==> src/rtl/tvt_pkg.sv <==
package tvt_pkg;
  localparam int ENTRY_W  = 32;
  localparam int VEC_W    = 8;
  localparam int MODE_W   = 3;
  localparam int VEC_LSB  = 0;
  localparam int MODE_LSB = 8;
  localparam int LVL_BIT  = 15;
  localparam int MASK_BIT = 16;
  localparam int PER_BIT  = 17;
  // writable bits of the entry: 17:12 and 10:0
  localparam logic [ENTRY_W-1:0] ENTRY_KEEP = 32'h0003_F7FF;
  localparam logic [ENTRY_W-1:0] ENTRY_RST  = 32'h0001_0000;

  typedef enum logic [1:0] {
    A_ENTRY = 2'd0,
    A_INIT  = 2'd1,
    A_DIV   = 2'd2,
    A_NONE  = 2'd3
  } cfg_addr_e;
endpackage

==> src/rtl/tvt_prescale.sv <==
module tvt_prescale #(
  parameter int DIV_W = 3
) (
  input  logic             clk,
  input  logic             rst_n,
  input  logic             restart,
  input  logic [DIV_W-1:0] div_code,
  output logic             tick
);
  localparam int PRE_W = (1 << DIV_W) - 1;

  logic [PRE_W-1:0] pre_q;
  logic [PRE_W-1:0] low_mask;

  always_comb begin
    low_mask = '0;
    for (int i = 0; i < PRE_W; i++) begin
      low_mask[i] = (i < int'(div_code));
    end
    tick = ((pre_q & low_mask) == low_mask);
  end

  always_ff @(posedge clk) begin
    if (!rst_n || restart) pre_q <= '0;
    else                   pre_q <= pre_q + 1'b1;
  end
endmodule

==> src/rtl/tvt_entry_reg.sv <==
module tvt_entry_reg
  import tvt_pkg::*;
(
  input  logic               clk,
  input  logic               rst_n,
  input  logic               wr_en,
  input  logic [ENTRY_W-1:0] wdata,
  output logic [ENTRY_W-1:0] entry_q
);
  always_ff @(posedge clk) begin
    if (!rst_n)     entry_q <= ENTRY_RST;
    else if (wr_en) entry_q <= wdata & ENTRY_KEEP;
  end
endmodule

==> src/rtl/tvt_counter.sv <==
module tvt_counter #(
  parameter int CNT_W = 32
) (
  input  logic             clk,
  input  logic             rst_n,
  input  logic             load,
  input  logic [CNT_W-1:0] load_val,
  input  logic             tick,
  input  logic             periodic,
  input  logic [CNT_W-1:0] reload_val,
  output logic [CNT_W-1:0] count,
  output logic             expire
);
  localparam logic [CNT_W-1:0] ONE = CNT_W'(1);

  // a load in the same cycle suppresses the expiry
  assign expire = tick && (count == ONE) && !load;

  always_ff @(posedge clk) begin
    if (!rst_n) begin
      count <= '0;
    end else if (load) begin
      count <= load_val;
    end else if (tick && count != '0) begin
      if (count == ONE) count <= periodic ? reload_val : '0;
      else              count <= count - ONE;
    end
  end
endmodule

==> src/rtl/tick_vector_timer.sv <==
module tick_vector_timer
  import tvt_pkg::*;
#(
  parameter int CNT_W = 32,
  parameter int DIV_W = 3
) (
  input  logic                   clk,
  input  logic                   rst_n,
  input  logic                   cfg_valid,
  input  logic [1:0]             cfg_addr,
  input  logic [ENTRY_W-1:0]     cfg_wdata,
  output logic                   irq_valid,
  output logic [VEC_W-1:0]       irq_vector,
  output logic [MODE_W-1:0]      irq_mode,
  output logic                   irq_level,
  output logic [ENTRY_W-1:0]     entry_q,
  output logic [CNT_W-1:0]       cur_count
);
  logic             wr_entry, wr_init, wr_div;
  logic [CNT_W-1:0] init_q;
  logic [DIV_W-1:0] div_q;
  logic             tick, expire;

  assign wr_entry = cfg_valid && (cfg_addr == A_ENTRY);
  assign wr_init  = cfg_valid && (cfg_addr == A_INIT);
  assign wr_div   = cfg_valid && (cfg_addr == A_DIV);

  always_ff @(posedge clk) begin
    if (!rst_n) begin
      init_q <= '0;
      div_q  <= '0;
    end else begin
      if (wr_init) init_q <= cfg_wdata[CNT_W-1:0];
      if (wr_div)  div_q  <= cfg_wdata[DIV_W-1:0];
    end
  end

  tvt_entry_reg u_entry (
    .clk     (clk),
    .rst_n   (rst_n),
    .wr_en   (wr_entry),
    .wdata   (cfg_wdata),
    .entry_q (entry_q)
  );

  tvt_prescale #(.DIV_W(DIV_W)) u_pre (
    .clk      (clk),
    .rst_n    (rst_n),
    .restart  (wr_init),
    .div_code (div_q),
    .tick     (tick)
  );

  tvt_counter #(.CNT_W(CNT_W)) u_cnt (
    .clk        (clk),
    .rst_n      (rst_n),
    .load       (wr_init),
    .load_val   (cfg_wdata[CNT_W-1:0]),
    .tick       (tick),
    .periodic   (entry_q[PER_BIT]),
    .reload_val (init_q),
    .count      (cur_count),
    .expire     (expire)
  );

  always_ff @(posedge clk) begin
    if (!rst_n) begin
      irq_valid  <= 1'b0;
      irq_vector <= '0;
      irq_mode   <= '0;
      irq_level  <= 1'b0;
    end else begin
      irq_valid <= expire && !entry_q[MASK_BIT];
      if (expire) begin
        irq_vector <= entry_q[VEC_LSB +: VEC_W];
        irq_mode   <= entry_q[MODE_LSB +: MODE_W];
        irq_level  <= entry_q[LVL_BIT];
      end
    end
  end
endmodule

==> config.mk <==
export PLATFORM = sky130hd
export DESIGN_NAME = tick_vector_timer
export DESIGN_NICKNAME = d
export VERILOG_FILES = /design/src/rtl/tvt_pkg.sv /design/src/rtl/tvt_prescale.sv /design/src/rtl/tvt_entry_reg.sv /design/src/rtl/tvt_counter.sv /design/src/rtl/tick_vector_timer.sv
export SDC_FILE = /design/constraint.sdc
export NUM_CORES = 1
export LEC_CHECK = 0
export ABC_AREA = 0
export BUFFER_PORTS_ARGS = -buffer_cell sky130_fd_sc_hd__clkbuf_2
export CORE_MARGIN = 4
export CORE_UTILIZATION = 25
export CTS_CLUSTER_DIAMETER = 80
export DETAILED_ROUTE_END_ITERATION = 8
export SETUP_SLACK_MARGIN = 0.02
export SLEW_MARGIN = 20
export SYNTH_ARGS = -nofsm -noshare
export SYNTH_HDL_FRONTEND = slang
export SYNTH_SLANG_ARGS = --single-unit
==> constraint.sdc <==
create_clock -name clk -period 3 [get_ports clk]
set_input_delay 0.3 -clock clk [delete_from_list [all_inputs] [get_ports clk]]
set_output_delay 0.3 -clock clk [all_outputs]
set_load 0.01 [all_outputs]
==> flow_metrics.py <==
metrics = {
    "power": {
        "vdd_drop_max_uv": 299.7,
        "powerDensity_mw_per_mm2": 752.9,
        "cellLeakagePower_nw": 2.398,
    },
    "die": {
        "fp.dieH_um": 150.3,
        "dieArea_mm2": 0.02258,
        "rows": 51,
        "io_pins": 114,
        "coreArea_mm2": 0.01972,
        "start_util": 0.2567,
        "dieWidth_um": 150.3,
    },
    "sta": {
        "setup_violations": 0,
        "slew_headroom": 0.4305,
        "rsz0062_at_grt": "false",
        "drv_slew": 0,
        "worst_pin_slew_ns": 0.8542,
        "fin_skew_ns": 0.01082,
        "hold_violations": 0,
        "final.setup.tns_ns": 0,
        "fmax_mhz": 348.7,
        "post-route-period-util": 0.9560,
        "setup_slack_ns": 0.1320,
        "min_period_ns": 2.868,
    },
    "detailed_routing": {
        "post-route-drc-count": 0,
        "drtIter0Drc": 348,
        "wl_um": 17120,
        "wl_per_cell_um": 16.74,
        "drt_first_pass_iters": 7,
        "viasPerCell": 4.954,
        "drtAntennaViolNets": 0,
        "vias": 5068,
    },
    "setup_path": {
        "crit_slowest_cell": "or4_1",
        "crit_fanout": 9,
        "reg2reg_from": "u_cnt.count[16]",
        "cp-end-kind": "flip-flop",
        "cp.arrival_ns": 3.12,
        "cp-startpoint": "u_cnt.count[16]",
        "slowest_delay_ns": 0.71,
        "cp.required_ns": 3.25,
        "cp_cell_sequence": "nor4_1 -> nand2_2 -> or4_1 -> buf_4 -> nand2_4 -> o41ai_1 -> a21o_1 -> a32o_1",
        "criticalPathCategory": "flip-flop to flip-flop",
        "crit_path_start_kind": "flip-flop",
    },
    "clock_tree": {
        "cts.htree.levels": 3,
        "clk_latency_ns": 0.36,
        "postCtsSetupBuffers": 0,
        "clkTransAtPathRegs_ns": 0.07,
        "ctsLongestPathBuffers": 2,
        "root_buffer": "clkbuf_16",
        "cts_tree": "built",
        "cts_inserted_buffers": 9,
        "cts_num_sinks": 104,
    },
    "synth": {
        "synth_most_common_cell": "nand2_1",
        "synth.cells.most_frequent": "160 x nand2_1, 104 x dfxtp_1, 89 x a21oi_1, 40 x nor2_1, 29 x clkbuf_1",
        "synth_edf_count": 0,
        "yosysTopAreaCellShare": 0.4114,
        "synth_cell_types": 65,
        "synth-seq-cells": 104,
        "yosysTopAreaCell": "dfxtp_1",
        "synth_warnings": 0,
        "synth_top_flop_cell": "dfxtp_1",
        "avgSynthCellArea_um2": 7.634,
        "netlist_instances": 663,
        "mappedNetlistArea_mm2": 0.005061,
        "yosys-top-cells-area": "dfxtp_1 41%, nand2_1 12%, a21oi_1 8.8%, nor2_1 3.0%, buf_4 2.7%",
        "ys_async_sr_fraction": 0,
        "seq_area_frac_synth": 0.4114,
    },
    "placed_design": {
        "placed_cell_area_mm2": 0.005856,
        "dpl.hpwl_um": 12620,
        "gp_congestion": 0.9162,
        "dp.cells": 1007,
        "pre_cts_slack_ns": 0.1777,
        "io_buffers": 98,
    },
    "final_layout": {
        "multi_input_area_mm2": 0.002726,
        "antenna_cells": 0,
        "final_nets": 793,
        "fin_area_mm2": 0.006151,
        "fillers": 2139,
        "syn2layout_area_growth_pct": 21.53,
        "drive_gt1_frac": 0.2137,
        "final_cell_count_no_fill": 1023,
        "seqCellArea_mm2": 0.002082,
    },
    "job": {
        "drv_cap": 0,
    },
    "worst_hold_path": {
        "hp-class": "input pin to flip-flop",
        "min_from": "cfg_wdata[23]",
    },
    "global_routing": {
        "use_met3": 0.03492,
        "first_global_vias": 4668,
        "grt-busiest-layer": "met2",
        "grt_pass1_wl_um": 26430,
        "gr-total-overflow": 0,
        "grt_usage": 0.1502,
        "met2_usage": 0.2189,
        "grt_use_met1": 0.2161,
        "grt_max_degree": 68,
        "antenna_found_initial": 0,
    },
    "run_status": {
        "outcome": "finished, final reports clean",
    },
}
[final timing paths]
check	to	slack, ns	depth (start not counted)
max	u_cnt.count[16]	0.13	8
max reg2reg	u_cnt.count[16]	0.13	8
min	init_q[23]	0.18	3
min reg2reg	irq_vector[2]	0.45	2
[flip-flops by register name, summed over array words and instances, names as in the netlist]
| register | count |
|---|---|
| irq_vector | 8 |
| irq_valid | 1 |
| u_entry.entry_q | 17 |
| irq_level | 1 |
| u_pre.pre_q | 7 |
| u_cnt.count | 32 |
| init_q | 32 |
| irq_mode | 3 |
| div_q | 3 |
[layout by cell type, fill, tap and decap left out, types with 3 or more instances in the layout]
| cell | n |
|---|---|
| o211ai_1 | 9 |
| clkbuf_16 | 9 |
| a21boi_0 | 6 |
| buf_4 | 27 |
| nor2_1 | 38 |
| a31oi_1 | 10 |
| inv_1 | 6 |
| o221ai_1 | 4 |
| nor3_1 | 22 |
| nand2_1 | 160 |
| o21ai_0 | 18 |
| or4_1 | 3 |
| clkbuf_2 | 98 |
| nor4_2 | 3 |
| a21oi_1 | 89 |
| nand4_1 | 3 |
| and3_1 | 8 |
| dfxtp_1 | 104 |
| o31ai_1 | 10 |
| ha_1 | 3 |
| mux2i_1 | 3 |
| nor2_2 | 3 |
| xnor2_1 | 8 |
| nand3_1 | 21 |
| nor4_1 | 6 |
| a22o_1 | 4 |
| conb_1 | 15 |
| a32o_1 | 7 |
| o21ai_1 | 7 |
[layout make-up]
| cell class | count | share of cell area |
|---|---|---|
| multi-input cells | 506 | 0.4432 |
| flip-flops and latches | 104 | 0.3385 |
| repair buffers | 125 | 0.1127 |
| well taps | 265 | 0.05391 |
| clock buffers | 11 | 0.04109 |
| clock inverters | 5 | 0.006306 |
| inverters | 7 | 0.004272 |
[report_power, final]
part	leakage, nW	switching, mW	internal, mW
Combinational	1.41	1.07	0.651
Sequential	0.847	0.217	1.53
Clock	0.143	0.548	0.615
Total	2.40	1.84	2.79
[per-stage QoR]
| step | utilization | hold slack (ns) | total power [mW] |
|---|---|---|---|
| 2_1_floorplan | - | 0.4240 | 2.787 |
| 3_3_place_gp | 0.2968 | 0.4388 | 3.476 |
| 3_5_place_dp | 0.2970 | 0.4460 | 3.476 |
| 5_1_grt | 0.3119 | 0.1779 | 4.902 |
| 6_report | 0.3119 | 0.1778 | 4.631 |
| 4_1_cts | 0.3118 | 0.1723 | 4.648 |
[cell families (layout without fill, tap and decap cells)]
logic type / after synthesis / after routing / share of synthesized area
mux: 3 / 3 / 0.005933
other cells: 1 / 15 / 0.0007409
simple gates: 288 / 288 / 0.2623
compound gates: 188 / 188 / 0.2297
flops: 104 / 104 / 0.4114
buf+inv: 67 / 148 / 0.06700
xor+xnor: 9 / 9 / 0.01558
fa+ha+maj: 3 / 3 / 0.007417
[what timing repair did]
action | 4_1_cts | 5_1_grt
gates resized for setup | 0 | 1
endpoints found under the hold margin | 0 | 0
hold buffers | 0 | 0
endpoints found under the setup margin | 0 | 1
[worst max-delay path: cells and delay by family (launching register included)]
family	cells	cell delay [ns]
DFF	1	0.38
AOI/OAI and AO/OA	3	0.44
and+or+nand+nor	4	1.69
buffers and inverters	1	0.25
[per-layer routing]
| layer | part of all wire | up-vias |
|---|---|---|
| met4 | 0.021 | 0 |
| met2 | 0.44 | 200 |
| met3 | 0.069 | 24 |
| met5 | 0 | - |
| li1 | - | 2490 |
| met1 | 0.47 | 2354 |
Power figures use the tool's default switching activity.
